[src/rtl/gio_pkg.sv]
package gio_pkg;

   localparam int unsigned BUS_W  = 32;
   localparam int unsigned ADDR_W = 8;
   localparam int unsigned WORD_W = ADDR_W - 2;

   // register slots, indexed by byte offset divided by four
   localparam logic [WORD_W-1:0] SLOT_DIR  = 6'h00;
   localparam logic [WORD_W-1:0] SLOT_LVL  = 6'h01;
   localparam logic [WORD_W-1:0] SLOT_SET  = 6'h03;
   localparam logic [WORD_W-1:0] SLOT_CLR  = 6'h04;
   localparam logic [WORD_W-1:0] SLOT_IEN  = 6'h05;
   localparam logic [WORD_W-1:0] SLOT_ITYP = 6'h06;
   localparam logic [WORD_W-1:0] SLOT_IPOL = 6'h07;
   localparam logic [WORD_W-1:0] SLOT_IPND = 6'h08;
   localparam logic [WORD_W-1:0] SLOT_IMSK = 6'h09;

endpackage

[src/rtl/gio_sync.sv]
module gio_sync #(
   parameter int unsigned W      = 8,
   parameter int unsigned STAGES = 2
) (
   input  logic         clk,
   input  logic         rst_n,
   input  logic [W-1:0] d,
   output logic [W-1:0] q,
   output logic [W-1:0] q_prev
);

   generate
      if (STAGES < 2) begin : g_bad_depth
         $error("gio_sync: STAGES must be at least 2");
      end
   endgenerate

   logic [W-1:0] stage_q [STAGES];

   generate
      for (genvar s = 0; s < STAGES; s++) begin : g_stage
         if (s == 0) begin : g_first
            always_ff @(posedge clk or negedge rst_n) begin
               if (!rst_n) stage_q[s] <= '0;
               else        stage_q[s] <= d;
            end
         end else begin : g_next
            always_ff @(posedge clk or negedge rst_n) begin
               if (!rst_n) stage_q[s] <= '0;
               else        stage_q[s] <= stage_q[s-1];
            end
         end
      end
   endgenerate

   // one more sample kept for edge comparison
   always_ff @(posedge clk or negedge rst_n) begin
      if (!rst_n) q_prev <= '0;
      else        q_prev <= stage_q[STAGES-1];
   end

   assign q = stage_q[STAGES-1];

endmodule

[src/rtl/gio_pin_irq.sv]
module gio_pin_irq (
   input  logic clk,
   input  logic rst_n,
   input  logic lvl,
   input  logic lvl_prev,
   input  logic en,
   input  logic typ,
   input  logic pol,
   input  logic clr,
   output logic pend
);

   logic edge_hit;
   logic level_hit;
   logic sticky_q;

   assign edge_hit  = pol ? (lvl & ~lvl_prev) : (~lvl & lvl_prev);
   assign level_hit = (lvl == pol);

   // a new event beats a clearing write in the same cycle
   always_ff @(posedge clk or negedge rst_n) begin
      if (!rst_n)               sticky_q <= 1'b0;
      else if (typ)             sticky_q <= 1'b0;
      else if (en && edge_hit)  sticky_q <= 1'b1;
      else if (clr)             sticky_q <= 1'b0;
   end

   assign pend = typ ? (en & level_hit) : sticky_q;

endmodule

[src/rtl/gio_ctrl.sv]
module gio_ctrl
   import gio_pkg::*;
#(
   parameter int unsigned NPINS       = 8,
   parameter bit          OE_INVERT   = 1'b0,
   parameter int unsigned SYNC_STAGES = 2
) (
   input  logic              clk,
   input  logic              rst_n,
   input  logic              bus_req,
   input  logic              bus_we,
   input  logic [7:0]        bus_addr,
   input  logic [31:0]       bus_wdata,
   output logic [31:0]       bus_rdata,
   output logic              bus_rvalid,
   input  logic [NPINS-1:0]  pin_in,
   output logic [NPINS-1:0]  pin_out,
   output logic [NPINS-1:0]  pin_oe,
   output logic              irq
);

   localparam logic [NPINS-1:0] DIR_RST = OE_INVERT ? {NPINS{1'b1}} : {NPINS{1'b0}};

   generate
      if (NPINS < 1 || NPINS > 31) begin : g_bad_pins
         $error("gio_ctrl: NPINS must lie in 1..31");
      end
   endgenerate

   logic [WORD_W-1:0] slot;
   logic              wr_en;
   logic [NPINS-1:0]  wr_bits;
   logic              spare_unused;

   assign slot         = bus_addr[ADDR_W-1:2];
   assign wr_en        = bus_req & bus_we;
   assign wr_bits      = bus_wdata[NPINS-1:0];
   assign spare_unused = ^{bus_addr[1:0], bus_wdata};

   logic [NPINS-1:0] dir_q, out_q, ien_q, ityp_q, ipol_q, imsk_q;
   logic [NPINS-1:0] lvl, lvl_prev, pend, clr_bits;

   // ---------------- control registers ----------------
   always_ff @(posedge clk or negedge rst_n) begin
      if (!rst_n) begin
         dir_q  <= DIR_RST;
         out_q  <= '0;
         ien_q  <= '0;
         ityp_q <= '0;
         ipol_q <= '0;
         imsk_q <= '0;
      end else if (wr_en) begin
         case (slot)
            SLOT_DIR:  dir_q  <= wr_bits;
            SLOT_SET:  out_q  <= out_q | wr_bits;
            SLOT_CLR:  out_q  <= out_q & ~wr_bits;
            SLOT_IEN:  ien_q  <= wr_bits;
            SLOT_ITYP: ityp_q <= wr_bits;
            SLOT_IPOL: ipol_q <= wr_bits;
            SLOT_IMSK: imsk_q <= wr_bits;
            default: ;
         endcase
      end
   end

   assign clr_bits = (wr_en && slot == SLOT_IPND) ? wr_bits : '0;

   // ---------------- input synchroniser ----------------
   gio_sync #(
      .W      (NPINS),
      .STAGES (SYNC_STAGES)
   ) u_sync (
      .clk    (clk),
      .rst_n  (rst_n),
      .d      (pin_in),
      .q      (lvl),
      .q_prev (lvl_prev)
   );

   // ---------------- per-pin interrupt slices ----------------
   generate
      for (genvar p = 0; p < NPINS; p++) begin : g_pin
         gio_pin_irq u_irq (
            .clk      (clk),
            .rst_n    (rst_n),
            .lvl      (lvl[p]),
            .lvl_prev (lvl_prev[p]),
            .en       (ien_q[p]),
            .typ      (ityp_q[p]),
            .pol      (ipol_q[p]),
            .clr      (clr_bits[p]),
            .pend     (pend[p])
         );
      end
   endgenerate

   assign irq = |(pend & ien_q & imsk_q);

   // ---------------- pads ----------------
   assign pin_out = out_q;

   generate
      if (OE_INVERT) begin : g_oe_inv
         assign pin_oe = ~dir_q;
      end else begin : g_oe_norm
         assign pin_oe = dir_q;
      end
   endgenerate

   // ---------------- read path ----------------
   logic [BUS_W-1:0] rd_word;

   always_comb begin
      rd_word = '0;
      case (slot)
         SLOT_DIR:  rd_word[NPINS-1:0] = dir_q;
         SLOT_LVL:  rd_word[NPINS-1:0] = lvl;
         SLOT_IEN:  rd_word[NPINS-1:0] = ien_q;
         SLOT_ITYP: rd_word[NPINS-1:0] = ityp_q;
         SLOT_IPOL: rd_word[NPINS-1:0] = ipol_q;
         SLOT_IPND: rd_word[NPINS-1:0] = pend;
         SLOT_IMSK: rd_word[NPINS-1:0] = imsk_q;
         default: ;
      endcase
   end

   always_ff @(posedge clk or negedge rst_n) begin
      if (!rst_n) begin
         bus_rdata  <= '0;
         bus_rvalid <= 1'b0;
      end else begin
         bus_rvalid <= bus_req & ~bus_we;
         if (bus_req && !bus_we) bus_rdata <= rd_word;
      end
   end

endmodule

[config.mk]
export PLATFORM = sky130hd
export DESIGN_NAME = gio_ctrl
export DESIGN_NICKNAME = d
export VERILOG_FILES = /design/src/rtl/gio_pkg.sv /design/src/rtl/gio_sync.sv /design/src/rtl/gio_pin_irq.sv /design/src/rtl/gio_ctrl.sv
export SDC_FILE = /design/constraint.sdc
export NUM_CORES = 1
export LEC_CHECK = 0
export CAP_MARGIN = 10
export CORE_ASPECT_RATIO = 1.4
export CORE_UTILIZATION = 45
export DETAILED_ROUTE_END_ITERATION = 12
export HOLD_SLACK_MARGIN = 0.08
export PLACE_DENSITY = 0.76
export SETUP_SLACK_MARGIN = 0.15
export SLEW_MARGIN = 30
export SYNTH_ARGS = -nofsm -noshare
export SYNTH_HDL_FRONTEND = slang
export SYNTH_SLANG_ARGS = --single-unit
[constraint.sdc]
create_clock -name clk -period 1.5 [get_ports clk]
set_input_delay 0.15 -clock clk [delete_from_list [all_inputs] [get_ports clk]]
set_output_delay 0.15 -clock clk [all_outputs]
set_load 0.03 [all_outputs]
Word level (Yosys, flattened, before mapping)
Index checks and enable logic that the tools add are counted.

Latch bits: 0. Output and inout bits: 50. Register bits after elaboration: 89. Memories: 0. Memory bits (writable): 0. Logic and storage cells: 154. Bits of input ports: 52. Bits in read-only memories: 0.

$add $sub $neg: 0. Bitwise gates (word level): 48. $mul: 0. $lt $le $gt $ge: 0. Shift-type cells: 0. Muxes and demuxes: 43. Divide/modulo/power cells: 0. Reduce and logical (&&, ||, !) cells: 28. Eq/ne operators: 16.

Operators with widths (number): 8-bit case mux with 7 select lines (1); 1-bit two-way mux (40); 1-bit AND (26); 8-bit AND (3); 6-bit by 3-bit == test with 1-bit output (second input constant) (4); 3-bit nonzero test (8); 1-bit inverter (17); 8-bit case mux with 2 select lines (1); 6-bit by 4-bit == test with 1-bit output (second input constant) (2); 2-bit AND reduction (6); 1-bit logical AND (10); 1-bit == test (8); 8-bit two-way mux (1); 8-bit inverter (1); 8-bit OR (1); 8-bit OR reduction (1); 6-bit by 1-bit == test with 1-bit output (second input constant) (1); 6-bit by 2-bit == test with 1-bit output (second input constant) (1); 6-bit zero test (1); 2-bit nonzero test (1); 1-bit zero test (1).

Depth between registers and ports, before layout
Gate-level depths: netlist of the first run.

Word-level depth: 6. Mapped depth: 6. Gate-level depth less buffers: 4.

Cells and area by module
From an unflattened synthesis of the first run, not the netlist that was laid out.

Cells, all modules: 361. Area total of the unflattened synthesis: 4379.2 um2.

Modules (own cells, without submodules): gio_ctrl (cells an instance 257, sequential area each 1426.4 um2, times used 1, area an instance 3067.9 um2); gio_sync (cells an instance 32, sequential area each 600.6 um2, times used 1, area an instance 660.6 um2); gio_pin_irq (cells an instance 9, sequential area each 25.0 um2, times used 8, area an instance 81.3 um2).

Least setup slack after synthesis of the first run
Ideal clock, no wire load.

Path kind: reg2out. From: register ipol_q[3]. To: output port irq. Cell stages (with the launch flop): 5. Setup slack: -0.084 ns. Required time: 1.350 ns. Data arrival time: 1.434 ns. Path buffers: 0. Cell sequence: dfrtp_1 xnor2_1 a21oi_1 o22ai_1 or4_1.

Cells in the longest elaborated chain, start to end: 6.

Ends and longest elaborated chain: start: declaration (RTL line gio_ctrl.sv:40) `logic [NPINS-1:0] dir_q, out_q, ien_q, ityp_q, ipol_q, imsk_q;`; start signal: assignment (RTL line gio_ctrl.sv:59) `SLOT_IPOL: ipol_q <= wr_bits;`; 1-bit == test (RTL line gio_pin_irq.sv:18) `assign level_hit = (lvl == pol);`; 1-bit AND (RTL line gio_pin_irq.sv:28) `assign pend = typ ? (en & level_hit) : sticky_q;`; 1-bit two-way mux (RTL line gio_pin_irq.sv:28); 8-bit AND (2 in a row) (RTL line gio_ctrl.sv:97) `assign irq = |(pend & ien_q & imsk_q);`; 8-bit OR reduction (RTL line gio_ctrl.sv:97); end: declaration (RTL line gio_ctrl.sv:19) `output logic irq`.

No other way between the ends.

Worst setup path in the final report of the first run
From: register ipol_q[5]. To: output port irq.

Same word-level chain as after synthesis.

==> results of run 1 <==
[worst paths after layout]
path | end | slack (ns) | cells after the start
max reg2reg | bus_rdata[7]$_DFFE_PN0P_ | -0.06 | 4
min | u_sync.stage_q[12]$_DFF_PN0_ | 0.24 | 1
min in group asynchronous | bus_rvalid$_DFF_PN0_ | 0.38 | 3
min reg2reg | u_sync.q[2]$_DFF_PN0_ | 0.35 | 0
max | irq | -0.56 | 5
max in group asynchronous | ipol_q[4]$_DFFE_PN0P_ | 0.74 | 3
[placed cells by master, fill, tap and decap left out, types with 3 or more instances in the layout]
cell	synthesis	final
a21oi_1	23	14
a21oi_2	2	3
a21oi_4	0	8
a222oi_1	5	5
a22o_1	10	10
a31o_2	8	7
a41oi_2	2	8
and2_1	4	3
buf_12	0	6
buf_2	8	4
buf_4	26	79
buf_6	2	14
clkbuf_16	0	9
clkbuf_8	0	3
clkdlybuf4s15_1	0	4
clkdlybuf4s50_1	0	16
conb_1	1	24
dfrtp_1	89	88
dlygate4sd2_1	0	23
inv_1	10	9
mux2_2	45	30
mux2_4	0	15
mux2i_1	6	6
nand2_1	29	27
nand4_1	5	5
nor2_1	11	10
nor2b_1	9	9
nor3_1	4	3
nor3b_1	8	8
o211ai_1	5	5
o21ai_0	16	12
o21ai_1	0	3
o221ai_1	3	3
o22ai_1	5	3
xnor2_1	8	5
xnor2_2	0	3
[routing by layer]
layer	part of all wire, %	routed length, µm
met2	50	6440
met1	38	4890
met4	5.9	750
met3	5.3	678
met5	0	0
[timing repair]
action / in CTS / in global routing
hold buffers: 1 / 0
gates resized for setup: 93 / 25
pin swaps: 19 / 11
hold endpoints to repair: 89 / 0
cloned: 1 / 0
buffers inserted: 11 / 2
setup endpoints to repair: 90 / 37
[critical path: stages (launching register included)]
cell and delay [ns]:
dfrtp_1 0.38, xnor2_1 0.15, a21oi_1 0.20, o22ai_2 0.11
or4_4 0.56, buf_6 0.16
[registers in the layout, indices dropped and copies added (netlist names), named ones only]
signal	flops
pin_oe	8
ien_q	8
u_sync.stage_q	8
g_pin.u_irq.sticky_q	8
ipol_q	8
imsk_q	8
u_sync.q_prev	8
ityp_q	8
bus_rvalid	1
bus_rdata	8
u_sync.q	8
[cell type report]
class                           instances  share of cell area, %
Sequential cell                        89                   35.7
Multi-Input combinational cell        264                   35.2
Timing Repair Buffer                  148                   21.4
Clock buffer                           14                   4.39
Tap cell                              110                   2.20
Inverter                               10                  0.601
Clock inverter                          2                  0.561
[power groups by stage]
stage / Sequential (mW) / Clock (mW) / Combinational [mW]
global placement: 2.82 / 0 / 1.30
finish: 2.83 / 2.34 / 1.48
global route: 2.86 / 2.47 / 1.57
CTS: 2.81 / 2.35 / 1.42
detailed placement: 2.84 / 0 / 1.34
floorplan: 2.91 / 0 / 0.716
[kinds of logic after synthesis]
family / after synthesis / synth area share [%]
multiplexers: 51 / 13.0
buffers and inverters: 50 / 7.13
XOR/XNOR: 8 / 1.61
AO/OA/AOI/OAI: 94 / 15.6
other: 1 / 0.0861
AND/OR/NAND/NOR: 87 / 11.4
flip-flops: 89 / 51.2
[through the flow]
step	TNS, ns	hold slack [ns]
after floorplan	-0.625	-0.146
after global placement	-32.59	0.226
after detailed placement	-33.44	0.227
after CTS	-0.585	0.233
after global routing	-1.03	0.236
final	-0.655	0.235
==> impl_metrics.yaml, run 1 <==
worst_setup_path:
  cp.arrival_ns: 1.91
  setup.worst_path.class: "reg2out"
  crit_start: "ipol_q[5]$_DFFE_PN0P_"
  start_kind: "register"
  cp.required_ns: 1.35
  r2r_start: "ityp_q[7]$_DFFE_PN0P_"
  cp_max_fo: 2
  setup.worst_path.end_class: "output port"
die:
  num_rows: 42
  coreArea_um2: 9410
  die_x_um: 85.1
  fp.dieArea_um2: 10100
  start_util_pct: 46.3
  die_h_um: 118
  io_pins: 102
synth:
  yosysMostFrequentCell: "dfrtp_1"
  ys_seq_elements: 89
  yosysWarningCount: 0
  async_flop_share_pct: 100
  synth_edf_count: 0
  syn_area_per_cell_um2: 11.5
  synth_area_um2: 4350
  synthTopCellsByArea: "dfrtp_1 (51%), mux2_2 (12%), buf_4 (4.5%)"
  synth_ff_type: "dfrtp_1"
  netlist.top_cell.by_area: "dfrtp_1"
  ys_types: 48
  yosysSeqAreaShare_pct: 51.2
  synthTopCellsByCount: "dfrtp_1 (89), mux2_2 (45), nand2_1 (29)"
  netlist_instances: 380
  synth.top_cell.area_share_pct: 51.2
drt:
  wire_per_inst_um: 20.0
  drtIter0Drc: 333
  drcViolationCount: 0
  vias: 3718
  viasPerCell: 5.84
  drtPass1Iterations: 5
  antenna_left: 0
  routed_wirelength_um: 12800
pwr:
  ir_worst_vdd_mv: 0.695
  swShare_pct: 28.3
  p_sw_mw: 1.88
  power.total_mw: 6.65
  seqPwrFrac_pct: 42.5
  power_frac_comb_pct: 22.3
  internal_power_mw: 4.77
  pwr-share-clk_pct: 35.2
  powerDensity_nw_per_um2: 1070
  leakage_nw: 2.96
cells_and_area:
  fill_cells: 660
  layout-drive-gt1-share_pct: 40.6
  stdcell_count: 637
  multiInputGateArea_um2: 2200
  fin_nets: 574
  seqCellArea_um2: 2230
  fin_util_pct: 66.4
  final_area_um2: 6240
  area_delta_synth_final_pct: 43.5
  antenna_cells: 0
grt:
  grtUsageMet2_pct: 45.6
  antenna_found_initial: 0
  grt_pass1_vias: 3887
  overflow: 0
  grt_max_degree: 90
  track_usage_pct: 26.6
  grt_busiest_layer: "met2"
  grtUsageMet1_pct: 30.9
  grtUsageMet3_pct: 4.33
  grt_pass1_wl_um: 20100
clock_network:
  root_buffer: "clkbuf_16"
  clk_latency_ns: 0.35
  cts_buffers: 9
  htree_levels: 3
  clk_pin_slew_ns: 0.06
  numClockSinks: 89
  cts_buffer_depth: 2
  cts_tree: "yes"
min_path:
  hp-class: "in2reg"
  hp-start: "pin_in[4]"
sta:
  fin_crit_sh_pct: 137
  setup_slack_ns: -0.561
  hold_viol: 0
  slew_viol_final: 0
  relSlewSlack_pct: 66.1
  skew_ns: 0.00717
  layout_min_cycle_time_ns: 2.06
  grt_setup_unrepaired: "yes"
  max_freq_ghz: 0.485
  setup-violations-final: 4
  tightest_slew_ns: 0.507
placed_design:
  placed_cell_area_um2: 5570
  dp_cells: 606
  dpl.hpwl_um: 8360
  port_buffers: 51
  pre_cts_ws_ns: -0.652
  routabilityCongestion: 0.942
flow_run:
  drv_cap: 0
run_status:
  violations: "setup timing"
  status: "complete, but fails checks"
(Power assumes the default switching activity.)
==> run 2, diff against run 1 <==
CTS_CLUSTER_DIAMETER = 50   (was unset)
GPL_ROUTABILITY_DRIVEN = 0   (was unset)
==> run 2 against run 1 <==
Compared with the run above:
- the run still ends with setup timing left
- final area shrank 0.64%
- clock skew is 0.00071 ns lower
- non-clock buffer count grew 5
- sequential share of layout area up 0.21 points
- global-route usage about the same
- first-iteration DRC count decreased by 35%
- register-to-register slack got worse by 0.22 ns
- hold slack gained 0.0030 ns
- critical path type unchanged
- largest power group unchanged
==> impl_metrics.yaml, run 2 (synthesis results as in run 1) <==
worst_setup_path:
  cp.required_ns: 1.35
  r2r_start: "ipol_q[0]$_DFFE_PN0P_"
  ff2ff_path_depth: 6
  cp_max_fo: 2
  crit_path_top_delay_cell: "or4_4"
  cp.arrival_ns: 1.92
  endpoint: "irq"
  slowest_delay_ns: 0.55
  start_kind: "register"
  setup.worst_path.class: "reg2out"
  crit_start: "ipol_q[4]$_DFFE_PN0P_"
  setup.worst_path.end_class: "output port"
  worstReg2RegEnd: "bus_rdata[0]$_DFFE_PN0P_"
  worst-r2r-setup-slack_ns: -0.28
  path_cells: "xnor2_2 > a21oi_2 > o22ai_1 > or4_4 > buf_6"
drt:
  wire_per_inst_um: 20.0
  dr_wl_met3_um: 724
  vias: 3769
  routed-wl-met2_um: 6530
  drcViolationCount: 0
  drtPass1Iterations: 5
  viasPerCell: 5.87
  antenna_left: 0
  drtIter0Drc: 216
  met1_length_um: 4940
  routed_wirelength_um: 12900
  top_layer_used: "met4"
sta:
  holdWs_ns: 0.238
  max_freq_ghz: 0.484
  grt_setup_unrepaired: "yes"
  slew_viol_final: 0
  setup_slack_ns: -0.567
  layout_min_cycle_time_ns: 2.07
  hold_viol: 0
  skew_ns: 0.00645
  fin_crit_sh_pct: 138
  setup-violations-final: 6
  finalSetupTns_ns: -1.12
pwr:
  pwr-share-clk_pct: 34.9
  power_frac_comb_pct: 22.6
  leakage_nw: 2.96
  ir_worst_vdd_mv: 0.769
  powerDensity_nw_per_um2: 1070
  seqPwrFrac_pct: 42.5
  internal_power_mw: 4.65
  swShare_pct: 29.7
  power.total_mw: 6.61
  p_sw_mw: 1.96
grt:
  antenna_found_initial: 0
  grt_max_degree: 33
  grt_pass1_wl_um: 20000
  overflow: 0
  grt_pass1_vias: 3825
  track_usage_pct: 26.6
run_status:
  status: "complete, but fails checks"
  violations: "setup timing"
die:
  fp.dieArea_um2: 10100
  start_util_pct: 46.3
  num_rows: 42
  die_x_um: 85.1
  coreArea_um2: 9410
  io_pins: 102
  die_h_um: 118
placed_design:
  dpl.hpwl_um: 8760
  port_buffers: 51
  dp_cells: 610
  pre_cts_ws_ns: -0.657
clock_network:
  cts_buffer_depth: 2
  clk_pin_slew_ns: 0.06
  cts_buffers: 9
  clk_latency_ns: 0.35
  numClockSinks: 89
  root_buffer: "clkbuf_16"
  htree_levels: 3
  cts_tree: "yes"
cells_and_area:
  area_delta_synth_final_pct: 42.5
  stdcell_count: 642
  final_cell_mix: "dfrtp_1 (89), buf_4 (84), nand2_1 (28)"
  antenna_cells: 0
  layout-drive-gt1-share_pct: 40.8
  layout_commonest_cell: "dfrtp_1"
  fin_nets: 579
min_path:
  hold_depth: 1
  hp-class: "in2reg"
flow_run:
  drv_cap: 0
run 2: changes by cell type in the layout (fill, tap and decap cells not counted), moves of 3 or more:
cell	change
clkinv_4	+3
a21oi_2	+3
clkbuf_8	-3
a21oi_1	+5
a21oi_4	-8
mux2_2	-3
mux2_4	+3
buf_4	+5
run 2: critical path, delay by kind of cell, from the launching register on:
kind            cells  cell delay, ns
buf+inv             1            0.16
simple gates        1            0.55
xor+xnor            1            0.16
flops               1            0.42
compound gates      2            0.29
run 2: area by class of cell:
| cell class | instances | area (µm²) |
|---|---|---|
| clock inverters | 7 | 80.1 |
| multi-input cells | 264 | 2160 |
| flip-flops and latches | 89 | 2230 |
| repair buffers | 153 | 1340 |
| clock buffers | 9 | 225 |
| well taps | 110 | 138 |
| fillers | 640 | 3200 |
| inverters | 10 | 37.5 |
run 2: power groups by stage:
stage	Combinational [mW]	Sequential [mW]	Clock, mW
detailed placement	1.35	2.84	0
global placement	1.32	2.82	0
floorplan	0.716	2.91	0
CTS	1.42	2.80	2.32
global route	1.59	2.83	2.43
finish	1.49	2.81	2.31
run 2: repair_timing:
item / in CTS / in global routing
pin swaps: 20 / 16
gates cloned: 1 / 0
resized for setup: 93 / 16
hold buffers: 1 / 0
setup buffers: 10 / 4
endpoints found under the hold margin: 28 / 0
endpoints found under the setup margin: 90 / 48
run 2: worst min path at each step:
stage	start	to	slack (ns)
finish	pin_in[4]	u_sync.stage_q[12]$_DFF_PN0_	0.24
global route	pin_in[3]	u_sync.stage_q[11]$_DFF_PN0_	0.24
CTS	pin_in[7]	u_sync.stage_q[15]$_DFF_PN0_	0.24
detailed placement	rst_n	u_sync.stage_q[9]$_DFF_PN0_	0.14
global placement	rst_n	u_sync.q[1]$_DFF_PN0_	0.12
floorplan	rst_n	async pin	-0.15
run 2: layer usage:
metal,vias up,GRT usage [%]
met5,-,0
li1,1645,-
met2,174,44.9
met4,0,15.9
met1,1895,31.1
met3,55,4.82
run 2: metrics by stage:
| step | utilization [%] | instance area (µm²) |
|---|---|---|
| after floorplan | - | 4540 |
| after global placement | 59.5 | 5600 |
| after detailed placement | 59.5 | 5600 |
| after CTS | 65.2 | 6130 |
| after global routing | 66.0 | 6200 |
| final | 66.0 | 6200 |
==> run 3, diff against run 2 <==
MAX_ROUTING_LAYER = met4   (was unset)
==> run 3 against run 2 <==
Compared with the run above:
- the run still ends with setup timing left
- register-to-register slack hardly changed
- final area hardly changed
- routed wire length is 0.58% lower
- sequential share of layout area hardly changed
- critical path depth stayed put
- power hardly changed
==> impl_metrics.yaml, run 3 (synthesis results as in run 1) <==
pwr:
  p_sw_mw: 1.95
  seqPwrFrac_pct: 42.5
  power_frac_comb_pct: 22.6
  powerDensity_nw_per_um2: 1060
  swShare_pct: 29.6
  leakage_nw: 2.96
  pwr-share-clk_pct: 34.9
  ir_worst_vdd_mv: 0.768
  internal_power_mw: 4.65
run_status:
  status: "complete, but fails checks"
  violations: "setup timing"
drt:
  vias: 3729
  viasPerCell: 5.81
  wire_per_inst_um: 19.9
  drcViolationCount: 0
  drtIter0Drc: 200
  routed_wirelength_um: 12800
  antenna_left: 0
  drtPass1Iterations: 4
cells_and_area:
  fin_nets: 579
  layout-drive-gt1-share_pct: 40.8
  fill_cells: 639
  layout_commonest_cell: "dfrtp_1"
  multiInputGateArea_um2: 2160
  fin_util_pct: 66.0
  area_delta_synth_final_pct: 42.6
  final_cell_mix: "dfrtp_1 (89), buf_4 (84), nand2_1 (28)"
  antenna_cells: 0
  seqCellArea_um2: 2230
worst_setup_path:
  setup.worst_path.end_class: "output port"
  ff2ff_path_depth: 6
  worst-r2r-setup-slack_ns: -0.28
  cp.arrival_ns: 1.91
  start_kind: "register"
  r2r_start: "ipol_q[0]$_DFFE_PN0P_"
  setup.worst_path.class: "reg2out"
  worstReg2RegEnd: "bus_rdata[0]$_DFFE_PN0P_"
  cp_max_fo: 2
  cp.required_ns: 1.35
die:
  io_pins: 102
  start_util_pct: 46.3
  num_rows: 42
  die_x_um: 85.1
  coreArea_um2: 9410
  fp.dieArea_um2: 10100
  die_h_um: 118
clock_network:
  htree_levels: 3
  cts_tree: "yes"
  cts_buffer_depth: 2
  clk_latency_ns: 0.35
  cts_buffers: 9
  clk_pin_slew_ns: 0.07
  root_buffer: "clkbuf_16"
  numClockSinks: 89
placed_design:
  dpl.hpwl_um: 8760
  port_buffers: 51
sta:
  setup-violations-final: 6
  grt_setup_unrepaired: "yes"
  finalSetupTns_ns: -1.07
  setup_slack_ns: -0.564
  skew_ns: 0.00605
  hold_viol: 0
  max_freq_ghz: 0.485
  fin_crit_sh_pct: 138
  layout_min_cycle_time_ns: 2.06
  slew_viol_final: 0
min_path:
  hp-start: "pin_in[4]"
  hold_depth: 1
  holdPathEnd: "u_sync.stage_q[12]$_DFF_PN0_"
  hp-class: "in2reg"
grt:
  track_usage_pct: 27.3
  grt_pass1_wl_um: 20000
  grt_pass1_vias: 3824
  antenna_found_initial: 0
  grt_max_degree: 33
  overflow: 0
flow_run:
  drv_cap: 0
run 3: cell count changes in the layout (fill, tap and decap cells not counted), sizes merged:
cell	delta
dlygate4sd2	-2
clkdlybuf4s15	+2
run 3: how the worst max path moves through the flow:
stage / startpoint / endpoint / slack [ns] / cells after the start
6_report: u_sync.q[2]$_DFF_PN0_ / irq / -0.56 / 5
4_1_cts: u_sync.q[2]$_DFF_PN0_ / irq / -0.54 / 5
5_1_grt: u_sync.q[4]$_DFF_PN0_ / irq / -0.62 / 5
3_5_place_dp: bus_addr[7] / ityp_q[0]$_DFFE_PN0P_ / -0.66 / 6
3_3_place_gp: bus_addr[7] / pin_oe[7]$_DFFE_PN0P_ / -0.62 / 6
2_1_floorplan: bus_addr[7] / ityp_q[0]$_DFFE_PN0P_ / -0.05 / 6
run 3: critical path: stages (launching register included):
cell,delay (ns)
dfrtp_1,0.41
xnor2_2,0.18
a21oi_2,0.19
o22ai_2,0.09
or4_4,0.53
buf_6,0.16
run 3: area by class of cell:
class / count / share of cell area [%]
sequential: 89 / 35.9
tap: 110 / 2.22
clock inverter: 7 / 1.29
clock buffer: 9 / 3.63
multi-input combinational: 264 / 34.7
timing repair buffer: 153 / 21.6
inverter: 10 / 0.605
run 3: timing repair:
item                                    4_1_cts  5_1_grt
buffers inserted                             10        4
endpoints found under the setup margin       90       49
hold buffers                                  1        0
hold endpoints to repair                     28        0
gates resized for setup                      93       18
pin swaps                                    20       16
cloned                                        1        0
run 3: power groups by stage:
stage          Combinational, mW  Sequential [mW]  Clock, mW
2_1_floorplan              0.716             2.91          0
3_3_place_gp                1.32             2.82          0
3_5_place_dp                1.35             2.84          0
4_1_cts                     1.42             2.80       2.32
5_1_grt                     1.59             2.83       2.44
6_report                    1.49             2.81       2.30
run 3: metal layers:
layer  share of wire (%)  GRT usage (%)  vias to the layer above
met5                   0              -                        -
met4                 5.2           15.3                        0
met3                 5.5           5.73                       61
met2                  51           44.5                      163
met1                  39           31.1                     1863
li1                    -              -                     1642
run 3: stage by stage:
step	worst slack, ns	power (mW)	hold WS (ns)	area, µm²	cells
final	-0.564	6.60	0.241	6210	642
after global routing	-0.617	6.86	0.236	6210	642
after CTS	-0.543	6.55	0.235	6130	638
after detailed placement	-0.657	4.19	0.136	5600	610
after global placement	-0.617	4.14	0.124	5600	610
after floorplan	-0.0451	3.63	-0.146	4540	403
